===== src/rtl/capseg_pkg.sv =====
package capseg_pkg;

    typedef enum logic [2:0] {
        ST_IDLE,
        ST_GAP,
        ST_FILL,
        ST_ARMED,
        ST_POST,
        ST_GATE,
        ST_DONE
    } cap_state_e;

    localparam logic [1:0] MODE_SINGLE = 2'd0;
    localparam logic [1:0] MODE_MULTI  = 2'd1;
    localparam logic [1:0] MODE_GATED  = 2'd2;

endpackage


===== src/rtl/capseg_len.sv =====
module capseg_len
    import capseg_pkg::*;
#(
    parameter int ADDR_W    = 10,
    parameter int BLK_LOG   = 5,
    parameter int PRE_BLK_W = 8,
    parameter int SEG_BLK_W = 6,
    parameter int CNT_W     = 14
) (
    input  logic [1:0]           mode,
    input  logic [PRE_BLK_W-1:0] pre_blk,
    input  logic [SEG_BLK_W-1:0] post_blk,
    input  logic [SEG_BLK_W-1:0] seg_blk,
    output logic [CNT_W-1:0]     fill_need,
    output logic [CNT_W-1:0]     post_len,
    output logic [CNT_W-1:0]     seg_len
);

    localparam logic [CNT_W-1:0] DEPTH = CNT_W'(1) << ADDR_W;

    always_comb begin
        post_len = CNT_W'(post_blk) << BLK_LOG;
        if (mode == MODE_SINGLE) begin
            // whole ring minus the post area is usable as pre-trigger history
            fill_need = DEPTH - post_len;
            seg_len   = DEPTH;
        end else begin
            fill_need = CNT_W'(pre_blk) << BLK_LOG;
            seg_len   = CNT_W'(seg_blk) << BLK_LOG;
        end
    end

endmodule


===== src/rtl/capseg_event.sv =====
module capseg_event
    import capseg_pkg::*;
(
    input  logic       clk,
    input  logic       rst_n,
    input  logic       arm,
    input  logic [1:0] mode,
    input  logic       gate_lvl,
    input  logic       smp_valid,
    input  logic       trig,
    input  logic       gate,
    output logic       hit,
    output logic       gate_on
);

    logic gp_d, gp_q;

    always_comb begin
        gate_on = (gate == gate_lvl);
        gp_d    = gp_q;
        if (arm) begin
            gp_d = 1'b1;          // a gate already open at arm is not an edge
        end else if (smp_valid) begin
            gp_d = gate_on;
        end
        if (mode == MODE_GATED) begin
            hit = smp_valid && gate_on && !gp_q;
        end else begin
            hit = smp_valid && trig;
        end
    end

    always_ff @(posedge clk or negedge rst_n) begin
        if (!rst_n) begin
            gp_q <= 1'b1;
        end else begin
            gp_q <= gp_d;
        end
    end

endmodule


===== src/rtl/capseg_ctrl.sv =====
module capseg_ctrl
    import capseg_pkg::*;
#(
    parameter int SMP_W     = 16,
    parameter int ADDR_W    = 10,
    parameter int BLK_LOG   = 5,
    parameter int PRE_BLK_W = 8,
    parameter int SEG_BLK_W = ADDR_W - BLK_LOG + 1,
    parameter int NSEG_W    = 8,
    parameter int GAP_LEN   = 40
) (
    input  logic                 clk,
    input  logic                 rst_n,
    input  logic                 arm,
    input  logic [1:0]           cfg_mode,
    input  logic [PRE_BLK_W-1:0] cfg_pre_blk,
    input  logic [SEG_BLK_W-1:0] cfg_post_blk,
    input  logic [SEG_BLK_W-1:0] cfg_seg_blk,
    input  logic [NSEG_W-1:0]    cfg_seg_num,
    input  logic                 cfg_gate_lvl,
    input  logic                 smp_valid,
    input  logic [SMP_W-1:0]     smp_data,
    input  logic                 trig,
    input  logic                 gate,
    output logic                 wr_en,
    output logic [ADDR_W-1:0]    wr_addr,
    output logic [SMP_W-1:0]     wr_data,
    output logic                 armed,
    output logic                 triggered,
    output logic                 done,
    output logic                 missed,
    output logic                 tpos_valid,
    output logic [ADDR_W-1:0]    tpos_addr
);

    localparam int CNT_BASE = (ADDR_W > PRE_BLK_W + BLK_LOG) ? ADDR_W : PRE_BLK_W + BLK_LOG;
    localparam int CNT_W    = CNT_BASE + 1;
    localparam logic [CNT_W-1:0] GAP_CNT = CNT_W'(GAP_LEN);

    typedef struct packed {
        cap_state_e          st;
        logic [NSEG_W-1:0]   seg;
        logic [ADDR_W-1:0]   ptr;
        logic [ADDR_W-1:0]   base;
        logic [CNT_W-1:0]    cnt;
        logic                missed;
        logic                wr_en;
        logic [ADDR_W-1:0]   wr_addr;
        logic [SMP_W-1:0]    wr_data;
        logic                tp_vld;
        logic [ADDR_W-1:0]   tp_addr;
    } ctrl_t;

    ctrl_t q, d;

    logic [CNT_W-1:0] fill_need, post_len, seg_len;
    logic             hit, gate_on;

    capseg_len #(
        .ADDR_W(ADDR_W), .BLK_LOG(BLK_LOG), .PRE_BLK_W(PRE_BLK_W),
        .SEG_BLK_W(SEG_BLK_W), .CNT_W(CNT_W)
    ) i_len (
        .mode(cfg_mode), .pre_blk(cfg_pre_blk), .post_blk(cfg_post_blk),
        .seg_blk(cfg_seg_blk), .fill_need(fill_need), .post_len(post_len),
        .seg_len(seg_len)
    );

    capseg_event i_evt (
        .clk(clk), .rst_n(rst_n), .arm(arm), .mode(cfg_mode),
        .gate_lvl(cfg_gate_lvl), .smp_valid(smp_valid), .trig(trig),
        .gate(gate), .hit(hit), .gate_on(gate_on)
    );

    logic [ADDR_W-1:0] ptr_nx;
    logic [NSEG_W:0]   nseg;
    logic              last_seg;
    logic              seg_end;
    logic              rec_st;

    always_comb begin
        d        = q;
        d.wr_en  = 1'b0;
        d.tp_vld = 1'b0;
        seg_end  = 1'b0;

        ptr_nx   = ((CNT_W'(q.ptr) + CNT_W'(1)) == seg_len) ? '0 : q.ptr + ADDR_W'(1);
        nseg     = (cfg_mode == MODE_SINGLE) ? (NSEG_W+1)'(1) : {1'b0, cfg_seg_num};
        last_seg = (({1'b0, q.seg} + (NSEG_W+1)'(1)) == nseg);
        rec_st   = (q.st == ST_FILL) || (q.st == ST_ARMED) ||
                   (q.st == ST_POST) || (q.st == ST_GATE);

        if (arm) begin
            d.st     = ST_FILL;
            d.seg    = '0;
            d.ptr    = '0;
            d.base   = '0;
            d.cnt    = '0;
            d.missed = 1'b0;
        end else if (smp_valid) begin
            if (rec_st) begin
                d.wr_en   = 1'b1;
                d.wr_addr = q.base + q.ptr;
                d.wr_data = smp_data;
                d.ptr     = ptr_nx;
            end
            case (q.st)
                ST_GAP: begin
                    if (hit) d.missed = 1'b1;
                    if (q.cnt + CNT_W'(1) == GAP_CNT) begin
                        d.st  = ST_FILL;
                        d.cnt = '0;
                    end else begin
                        d.cnt = q.cnt + CNT_W'(1);
                    end
                end
                ST_FILL: begin
                    if (hit) d.missed = 1'b1;
                    if (q.cnt + CNT_W'(1) == fill_need) begin
                        d.st  = ST_ARMED;
                        d.cnt = '0;
                    end else begin
                        d.cnt = q.cnt + CNT_W'(1);
                    end
                end
                ST_ARMED: begin
                    if (hit) begin
                        d.tp_vld  = 1'b1;
                        d.tp_addr = q.base + q.ptr;
                        d.cnt     = CNT_W'(1);
                        d.st      = (cfg_mode == MODE_GATED) ? ST_GATE : ST_POST;
                    end
                end
                ST_GATE: begin
                    if (!gate_on) begin
                        d.st  = ST_POST;
                        d.cnt = CNT_W'(1);
                    end
                end
                ST_POST: begin
                    if (q.cnt + CNT_W'(1) == post_len) begin
                        seg_end = 1'b1;
                    end else begin
                        d.cnt = q.cnt + CNT_W'(1);
                    end
                end
                default: ;
            endcase
            if (seg_end) begin
                if (last_seg) begin
                    d.st = ST_DONE;
                end else begin
                    d.st   = ST_GAP;
                    d.seg  = q.seg + NSEG_W'(1);
                    d.base = q.base + seg_len[ADDR_W-1:0];
                    d.ptr  = '0;
                    d.cnt  = '0;
                end
            end
        end
    end

    always_ff @(posedge clk or negedge rst_n) begin
        if (!rst_n) begin
            q <= '{st: ST_IDLE, default: '0};
        end else begin
            q <= d;
        end
    end

    assign wr_en      = q.wr_en;
    assign wr_addr    = q.wr_addr;
    assign wr_data    = q.wr_data;
    assign armed      = (q.st == ST_ARMED);
    assign triggered  = (q.st == ST_POST) || (q.st == ST_GATE);
    assign done       = (q.st == ST_DONE);
    assign missed     = q.missed;
    assign tpos_valid = q.tp_vld;
    assign tpos_addr  = q.tp_addr;

    p_status_excl_r11: assert property (@(posedge clk) disable iff (!rst_n)
        $onehot0({armed, triggered, done}));

    p_write_follows_sample_r2: assert property (@(posedge clk) disable iff (!rst_n)
        wr_en |-> ($past(smp_valid) && wr_data == $past(smp_data)));

    p_done_no_write_r9: assert property (@(posedge clk) disable iff (!rst_n)
        (done && $past(done)) |-> !wr_en);

    p_gap_no_write_r6: assert property (@(posedge clk) disable iff (!rst_n)
        (q.st == ST_GAP && $past(q.st == ST_GAP)) |-> !wr_en);

    p_missed_sticky_r7: assert property (@(posedge clk) disable iff (!rst_n)
        (missed && !arm) |=> missed);

    p_early_hit_ignored_r7: assert property (@(posedge clk) disable iff (!rst_n)
        (q.st == ST_FILL && hit && !arm) |=> !triggered);

    p_tpos_with_trigger_r10: assert property (@(posedge clk) disable iff (!rst_n)
        tpos_valid |-> (triggered && wr_en && wr_addr == tpos_addr && $past(armed)));

endmodule


===== config.mk =====
export PLATFORM = sky130hd
export DESIGN_NAME = capseg_ctrl
export DESIGN_NICKNAME = d
export VERILOG_FILES = /design/src/rtl/capseg_pkg.sv /design/src/rtl/capseg_len.sv /design/src/rtl/capseg_event.sv /design/src/rtl/capseg_ctrl.sv
export SDC_FILE = /design/constraint.sdc
export NUM_CORES = 1
export LEC_CHECK = 0
export ABC_CLOCK_PERIOD_IN_PS = 7000
export BUFFER_PORTS_ARGS = -buffer_cell sky130_fd_sc_hd__buf_2
export CAP_MARGIN = 20
export CORE_ASPECT_RATIO = 1.4
export CORE_MARGIN = 2
export CORE_UTILIZATION = 45
export DETAILED_ROUTE_END_ITERATION = 10
export GPL_TIMING_DRIVEN = 0
export PLACE_DENSITY_LB_ADDON = 0.12
export SYNTH_ARGS = -nofsm -noshare
export SYNTH_HDL_FRONTEND = slang
export SYNTH_SLANG_ARGS = --single-unit

===== constraint.sdc =====
create_clock -name clk -period 7 [get_ports clk]
set_input_delay 0.7 -clock clk [delete_from_list [all_inputs] [get_ports clk]]
set_output_delay 0.7 -clock clk [all_outputs]
set_load 0.005 [all_outputs]

==> impl_metrics.py, run 1 <==
metrics = {
    "die": {
        "ioPinCount": 95,
        "fp.dieArea_um2": 13600,
        "floorplan.die.width_um": 99.2,
        "coreArea_um2": 12400,
        "rows": 48,
        "die_height_um": 137,
        "start_util_pct": 46.2,
    },
    "clock_network": {
        "insertion_delay_ps": 330,
        "cts.htree.levels": 3,
        "cts.sinks": 80,
        "clockBufferDepth": 2,
        "numCtsBuffers": 9,
        "path_clk_slew_ps": 60,
        "cts_tree": "yes",
        "cts_hold_buf": 0,
        "cts_setup_buffers": 0,
        "cts.repair.resized": 0,
        "cts_root_buffer": "clkbuf_16",
    },
    "cells_and_area": {
        "fin_area_um2": 6710,
        "final_common_cell": "buf_2",
        "area_growth_pct": 17.4,
        "fin_util_pct": 54.2,
        "final_cell_mix": "buf_2 (97), dfrtp_1 (79), nand2_1 (58)",
        "fin_nets": 807,
        "drive_gt1_share_pct": 28.1,
        "antenna_cells": 0,
    },
    "place": {
        "gp_congestion": 0.855,
        "port_buffers": 93,
        "placed_cell_area_um2": 6400,
        "place_ws_ps": 3070,
        "dp_hpwl_mm": 10.6,
    },
    "worst_setup_path": {
        "cp-start-kind": "register",
        "path_class": "register to register",
        "path_cells": "ha_1 -> and3_1 -> clkbuf_1 -> and3_1 -> mux2_2 -> a211oi_1 -> and4_1 -> o21ai_2 -> buf_4 -> a311oi_1 -> o21ai_0 -> o21ai_0",
        "crit_family": "compound AO/OA/AOI/OAI gates",
        "cp_max_fo": 10,
        "max_stage_delay_ps": 710,
        "arrival_ps": 3890,
        "cp_num_buf_inv": 2,
        "required_ps": 7240,
        "worstSetupEndpointType": "register",
        "crit_slowest_cell": "a311oi_1",
    },
    "logic_synthesis": {
        "syn-num-nets": 702,
        "yosysWarnings": 0,
        "synthArstFlopShare_pct": 100,
        "syn_area_per_cell_um2": 9.00,
        "syn_inst": 635,
        "ys_types": 73,
        "syn-cell-area_um2": 5710,
        "synth_ff_type": "dfrtp_1",
        "ys_ff_latch": 80,
        "ys_seq_area_share_pct": 35.1,
        "synth-edff-count": 0,
    },
    "sta": {
        "setup_viol": 0,
        "setup_tns_ps": 0,
        "rsz0062_at_grt": "no",
        "final.setup_skew_ps": 7.21,
        "worst_pin_slew_ps": 903,
        "slew-limit-headroom_pct": 39.4,
        "fin_ws_ps": 3350,
        "finalHoldViolations": 0,
        "fmax_mhz": 274,
        "fin_crit_ps": 3650,
        "period_share_pct": 52.2,
        "slew_violations": 0,
    },
    "route": {
        "route.detailed.drc": 0,
        "wl_per_cell_um": 15.2,
        "dr.first_iter.drc_count": 216,
        "wl_mm": 13.6,
        "num_vias": 4896,
        "ant_nets": 0,
        "drt_first_pass_iters": 4,
        "via_per_inst": 5.47,
    },
    "global_route": {
        "grt_pass1_vias": 4738,
        "track_usage_pct": 20.5,
        "grt-ovfl-total": 0,
        "grt_max_degree": 60,
        "grt_pass1_wl_mm": 22.7,
        "antenna_found_initial": 0,
    },
    "run": {
        "cap_violations": 0,
    },
    "power": {
        "max-vdd-ir-drop_v": 0.0000978,
        "power.density_nw_per_um2": 169,
        "p_leak_nw": 3.17,
    },
    "outcome": {
        "outcome": "finished clean",
    },
    "min_path": {
        "min_path_type": "input pin to asynchronous set/reset pin",
    },
}
[state kept, by name, indices dropped and copies added, names as in the netlist]
signal      flops
wr_addr        10
wr_en           1
tpos_valid      1
tpos_addr      10
i_evt.gp_q      1
wr_data        16
missed          1
q              40
[worst register-to-register path: stages (launching register included)]
cell and delay (ps):
dfrtp_1 450, ha_1 280, and3_1 160, clkbuf_1 160, and3_1 230, mux2_2 260, a211oi_1 170, and4_1 390
o21ai_2 190, buf_4 210, a311oi_1 710, o21ai_0 200, o21ai_0 140
[per-layer routing]
metal / vias up / routed length (um) / global-route usage (%)
met5: - / 0 / 0
met4: 0 / 257 / 7.53
met3: 19 / 451 / 3.30
met2: 100 / 7260 / 37.9
met1: 2366 / 5660 / 23.9
li1: 2411 / - / -
[cell type report]
class / instances / area [um2]
Fill cell: 1178 / 5670
Multi-Input combinational cell: 460 / 3170
Sequential cell: 80 / 2000
Timing Repair Buffer: 94 / 495
Buffer: 71 / 450
Clock buffer: 12 / 256
Tap cell: 150 / 188
Inverter: 24 / 90.1
Clock inverter: 4 / 52.6
[cells in the mapped netlist, types with 7 or more instances]
master / instances / area [um2]
a21oi_1: 27 / 135
buf_4: 37 / 278
clkbuf_1: 21 / 78.8
dfrtp_1: 79 / 1980
ha_1: 13 / 163
inv_1: 24 / 90.1
mux2_2: 34 / 383
nand2_1: 58 / 218
nand2b_1: 7 / 43.8
nand3_1: 16 / 80.1
nand4_1: 9 / 56.3
nor2_1: 52 / 195
nor2b_1: 7 / 43.8
nor3_1: 14 / 70.1
o21ai_0: 43 / 215
xnor2_1: 35 / 307
xor2_1: 20 / 175
[where the power goes]
part           internal [mW]  switching (mW)
sequential             0.483          0.0118
clock                  0.296           0.184
combinational         0.0840          0.0739
[per-stage QoR]
step	std cells	total power [mW]	hold slack, ps
2_1_floorplan	635	0.597	404
3_3_place_gp	878	0.656	489
3_5_place_dp	879	0.664	496
4_1_cts	895	1.15	259
5_1_grt	895	1.19	268
6_report	895	1.13	257
[kinds of logic (layout without fill, tap and decap cells)]
kind of cell / after synthesis / in the layout / share of synthesized area, %
AO/OA/AOI/OAI: 137 / 137 / 15.4
XOR/XNOR: 61 / 61 / 10.8
adder cells (fa/ha/maj): 15 / 15 / 3.37
buffers and inverters: 95 / 205 / 9.46
flip-flops: 80 / 80 / 35.1
multiplexers: 40 / 40 / 7.75
AND/OR/NAND/NOR: 207 / 207 / 18.1
[final timing paths]
kind                             from    endpoint  slack, ps  cells after the start
max                             q[73]       q[47]       3350                     12
min                             rst_n  wr_addr[8]        260                      1
max reg2reg                     q[73]       q[47]       3350                     12
min reg2reg                wr_data[5]  wr_data[5]        510                      1
max in group asynchronous       rst_n       q[47]       6140                      2
min in group clk           wr_data[5]  wr_data[5]        510                      1
No activity file was read; power rests on OpenSTA's default activity.
==> inputs of run 2 (changes only) <==
- ABC_AREA: unset -> 1
- ABC_CLOCK_PERIOD_IN_PS: 7000 -> 3500
- clock period: 7 -> 3.5 ns (I/O delays scaled with it)
==> impl_metrics.py, run 2 <==
metrics = {
    "outcome": {
        "outcome": "finished clean",
    },
    "global_route": {
        "grt_max_degree": 64,
        "grt-ovfl-total": 0,
        "grt_pass1_vias": 5993,
        "antenna_found_initial": 0,
        "track_usage_pct": 23.7,
        "grt_pass1_wl_mm": 28.9,
    },
    "logic_synthesis": {
        "ys_top_cells_by_count": "nand2_1 (387), inv_1 (104), nor2_1 (101)",
        "yosysWarnings": 0,
        "syn_area_per_cell_um2": 6.42,
        "syn-num-nets": 1059,
        "ys_ff_latch": 80,
        "ys_types": 42,
        "syn_inst": 992,
        "synth_top_cell_by_area": "dfrtp_1",
        "synth_top_family_by_area": "simple AND/OR/NAND/NOR gates",
        "yosys.area_share.simple_pct": 43.0,
        "yosysTopAreaCellShare_pct": 31.0,
        "synth-xor-area-share_pct": 2.48,
        "synthArstFlopShare_pct": 100,
        "yosys-top-cells-area": "dfrtp_1 (31%), nand2_1 (23%), nand3_1 (7.2%), inv_1 (6.1%), nor2_1 (6.0%)",
        "muxShareOfSynthArea_pct": 0.354,
        "synth.most_common_cell": "nand2_1",
        "ys_seq_area_share_pct": 31.5,
        "synth_compound_area_share_pct": 7.23,
        "synthAdderAreaFrac_pct": 2.87,
        "synth-edff-count": 0,
        "syn-cell-area_um2": 6370,
        "synth_ff_type": "dfrtp_1",
    },
    "route": {
        "via_per_inst": 4.93,
        "wl_per_cell_um": 13.5,
        "dr.first_iter.drc_count": 284,
        "wl_mm": 17.3,
        "num_vias": 6351,
        "route.detailed.drc": 0,
        "drt_first_pass_iters": 4,
        "ant_nets": 0,
    },
    "cells_and_area": {
        "largest_reg_flops": 40,
        "multi_input_area_um2": 3560,
        "seq_area_um2": 2000,
        "final_common_cell": "nand2_1",
        "final_cell_mix": "nand2_1 (387), inv_1 (104), nor2_1 (101)",
        "fin_nets": 1166,
        "drive_gt1_share_pct": 18.0,
        "fin_area_um2": 7420,
        "regMostFlops": "q",
        "nFillCells": 1487,
        "area_growth_pct": 16.5,
        "antenna_cells": 0,
    },
    "power": {
        "power_mw": 4.33,
        "switchingPower_mw": 1.80,
        "swShare_pct": 41.5,
        "power_frac_seq_pct": 31.8,
        "max-vdd-ir-drop_v": 0.000286,
        "p_int_mw": 2.54,
        "clkPwrFrac_pct": 23.1,
        "pwr-share-comb_pct": 45.1,
        "p_leak_nw": 4.16,
        "power.density_nw_per_um2": 584,
    },
    "clock_network": {
        "cts.htree.levels": 3,
        "numCtsBuffers": 9,
        "cts.sinks": 80,
        "path_clk_slew_ps": 70,
        "cts_hold_buf": 1,
        "insertion_delay_ps": 340,
        "cts_setup_buffers": 0,
        "cts.repair.resized": 0,
        "cts_tree": "yes",
        "clockBufferDepth": 2,
        "cts_root_buffer": "clkbuf_16",
    },
    "run": {
        "cap_violations": 0,
    },
    "die": {
        "floorplan.die.width_um": 105,
        "rows": 51,
        "start_util_pct": 46.0,
        "coreArea_um2": 13800,
        "ioPinCount": 95,
        "fp.dieArea_um2": 15100,
        "die_height_um": 145,
    },
    "place": {
        "placed_cell_area_um2": 7100,
        "gp_congestion": 1.01,
        "place_ws_ps": 551,
        "port_buffers": 94,
        "dp_hpwl_mm": 13.6,
    },
    "sta": {
        "setup_viol": 0,
        "hold-worst-slack_ps": 202,
        "slew-limit-headroom_pct": 61.7,
        "finalHoldViolations": 0,
        "fin_ws_ps": 656,
        "period_share_pct": 81.2,
        "final.setup_skew_ps": 6.82,
        "rsz0062_at_grt": "no",
        "worst_pin_slew_ps": 575,
        "fin_crit_ps": 2840,
        "slew_violations": 0,
        "fmax_mhz": 352,
        "setup_tns_ps": 0,
    },
    "min_path": {
        "whs_path_depth": 3,
        "min_path_type": "input pin to register",
    },
    "worst_setup_path": {
        "required_ps": 3740,
        "worstSetupEndpointType": "register",
        "path_class": "register to register",
        "arrival_ps": 3080,
        "cp-start-kind": "register",
        "r2r_cells": 18,
        "cp_max_fo": 9,
    },
}
## run 2: cell count changes after synthesis, sizes merged, moves of 7 or more
cell    change
o21ai       -8
xnor2      -28
nand2b      -7
nand2     +341
nand4      +12
xor2        -9
nor2       +59
nand3      +78
mux2       -34
nor3       -12
a21oi      -15
inv        +83
and3        -7
nor2b       -7
## run 2: path summary, 6_finish.rpt
kind	slack [ps]	start	to
min reg2reg	470	wr_data[14]	wr_data[14]
max in group asynchronous	2440	rst_n	i_evt.gp_q
min in group asynchronous	420	rst_n	wr_data[0]
min	200	smp_data[10]	wr_data[10]
max	660	q[40]	q[45]
max reg2reg	660	q[40]	q[45]
## run 2: layer usage
layer	track usage, %	wire, um
met2	44.8	9200
met3	2.91	649
met5	0	0
met1	26.4	6900
met4	11.2	590
## run 2: area by class of cell
class	count	area share, %
well taps	185	3.12
multi-input cells	741	48.0
inverters	108	5.53
clock inverters	7	1.16
clock buffers	9	3.03
plain buffers	63	5.26
flip-flops and latches	80	27.0
repair buffers	96	6.88
## run 2: through the flow
step,cells,util [%]
finish,1289,53.6
global route,1289,53.6
CTS,1289,53.6
detailed placement,1272,51.3
global placement,1271,51.1
floorplan,992,-
## run 2: cell families after synthesis
group	Yosys count
AOI/OAI and AO/OA	73
xor gates and xnor gates	18
muxes	1
buffers and inverters	171
and+or+nand+nor	635
adders and majority gates	14
DFF	80
## run 2: worst max-delay path, stage by stage (launching register included)
cell     delay, ps
dfrtp_1        470
ha_1           260
nand2_1        130
nor2_4         190
nand3_2        160
nand2_4        150
inv_1           50
nand2_1         60
nand2_1         40
inv_1           50
nand2_1         40
nor2_1          80
nand3_1        250
nand2_1        250
nand2_2        200
nand2_1        120
nand2_1        100
nand2_1         80
nand2_1         50
## run 2: power by group through the flow
stage	clock network, mW	registers (mW)	logic [mW]
2_1_floorplan	0	1.34	1.41
6_report	1.00	1.38	1.95
3_3_place_gp	0	1.38	1.93
4_1_cts	1.02	1.38	1.97
5_1_grt	1.06	1.42	2.22
3_5_place_dp	0	1.39	1.96
==> inputs of run 3 (changes only) <==
- ABC_CLOCK_PERIOD_IN_PS: 3500 -> 2800
- clock period: 3.5 -> 2.8 ns (I/O delays scaled with it)
==> impl_metrics.py, run 3 (same netlist as run 2, synthesis figures left out) <==
metrics = {
    "worst_setup_path": {
        "r2r_start": "q[40]",
        "r2r_cells": 15,
        "path_class": "register to register",
        "required_ps": 3030,
        "cp_max_fo": 10,
        "worstSetupEndpointType": "register",
        "cp-start-kind": "register",
        "rr_endpoint": "q[79]",
        "arrival_ps": 2840,
        "rrSetupSlack_ps": 180,
    },
    "sta": {
        "period_share_pct": 93.5,
        "final.setup_skew_ps": 5.32,
        "fin_ws_ps": 182,
        "finalHoldViolations": 0,
        "slew_violations": 0,
        "setup_tns_ps": 0,
        "rsz0062_at_grt": "no",
        "hold-worst-slack_ps": 133,
        "fin_crit_ps": 2620,
        "setup_viol": 0,
        "worst_pin_slew_ps": 570,
        "fmax_mhz": 382,
        "slew-limit-headroom_pct": 62.0,
    },
    "die": {
        "fp.dieArea_um2": 15100,
        "floorplan.die.width_um": 105,
        "start_util_pct": 46.0,
        "die_height_um": 145,
        "ioPinCount": 95,
        "rows": 51,
        "coreArea_um2": 13800,
    },
    "outcome": {
        "outcome": "finished clean",
    },
    "clock_network": {
        "cts.sinks": 80,
        "cts_tree": "yes",
        "numCtsBuffers": 9,
        "clockBufferDepth": 2,
        "cts.htree.levels": 3,
        "insertion_delay_ps": 340,
        "cts_root_buffer": "clkbuf_16",
        "path_clk_slew_ps": 70,
    },
    "power": {
        "p_leak_nw": 4.18,
        "power.density_nw_per_um2": 725,
        "max-vdd-ir-drop_v": 0.000354,
    },
    "cells_and_area": {
        "area_growth_pct": 17.7,
        "final_cell_mix": "nand2_1 (385), inv_1 (104), nor2_1 (101)",
        "regMostFlops": "q",
        "antenna_cells": 0,
        "largest_reg_flops": 40,
        "drive_gt1_share_pct": 18.9,
        "fin_nets": 1170,
        "fin_util_pct": 54.1,
        "final_common_cell": "nand2_1",
    },
    "global_route": {
        "antenna_found_initial": 0,
        "grt_pass1_vias": 5993,
        "grt-ovfl-total": 0,
        "grt_pass1_wl_mm": 28.9,
        "track_usage_pct": 23.7,
        "grt_max_degree": 64,
    },
    "min_path": {
        "min_to": "wr_data[10]",
        "min_from": "smp_data[10]",
        "whs_path_depth": 3,
        "min_path_type": "input pin to register",
    },
    "route": {
        "wl_mm": 17.4,
        "dr.first_iter.drc_count": 283,
        "via_per_inst": 4.96,
        "drt_first_pass_iters": 4,
        "ant_nets": 0,
        "route.detailed.drc": 0,
        "wl_per_cell_um": 13.5,
        "num_vias": 6419,
    },
    "place": {
        "place_ws_ps": -78.9,
        "dp_hpwl_mm": 13.6,
        "gp_congestion": 1.01,
        "port_buffers": 94,
    },
    "run": {
        "cap_violations": 0,
    },
}
## run 3: cell types whose count changed in the layout (fill, tap and decap cells not counted), sizes merged
cell	change
clkbuf	+1
buf	+3
## run 3: report_power, final
group	internal, mW	leakage, nW	switching, mW
sequential	1.47	1.07	0.261
combinational	1.00	2.96	1.46
clock	0.712	0.150	0.538
## run 3: per-layer routing
layer,routed length [um],global-route usage (%),vias up
met1,6910,26.4,2893
li1,-,-,3318
met5,0,0,-
met4,702,11.2,0
met3,705,2.91,47
met2,9090,44.8,161
## run 3: worst max-delay path by stage
| stage | startpoint | depth (start not counted) | slack (ps) | end |
|---|---|---|---|---|
| floorplan | q[39] | 16 | 610 | q[73] |
| global placement | cfg_mode[1] | 16 | -50 | q[45] |
| detailed placement | cfg_mode[1] | 16 | -80 | q[45] |
| CTS | q[40] | 16 | 40 | q[45] |
| global route | q[40] | 17 | 10 | q[77] |
| finish | q[40] | 15 | 180 | q[79] |
## run 3: stage by stage
stage               cells  total power, mW  cell area (um2)
finish               1293             5.43             7500
global route         1293             5.88             7500
global placement     1271             4.14             7070
floorplan             992             3.43             6370
CTS                  1289             5.46             7420
detailed placement   1272             4.19             7100
## run 3: final cells by class
| type | instances | area [um2] |
|---|---|---|
| sequential | 80 | 2010 |
| buffer | 63 | 393 |
| multi-input combinational | 741 | 3580 |
| timing repair buffer | 100 | 566 |
| clock buffer | 9 | 225 |
| fill | 1480 | 6350 |
| clock inverter | 7 | 86.3 |
| tap | 185 | 231 |
| inverter | 108 | 410 |
## run 3: timing repair
item,in CTS,in global routing
hold buffers,1,0
pin swaps,0,3
gates resized for setup,1,6
buffers inserted,0,4
endpoints found under the hold margin,17,0
endpoints found under the setup margin,1,33
## run 3: worst max-delay path, cell delays in order, from the launching register on
cell	delay (ps)
dfrtp_2	430
ha_1	230
nand2_1	130
nor2_4	180
nand4_1	130
nand2_2	170
nand2_1	100
nor2_2	150
nand2_2	100
nor2_8	190
nand3_2	120
buf_6	180
inv_4	60
nand2_4	80
nand2_4	150
o22ai_2	80
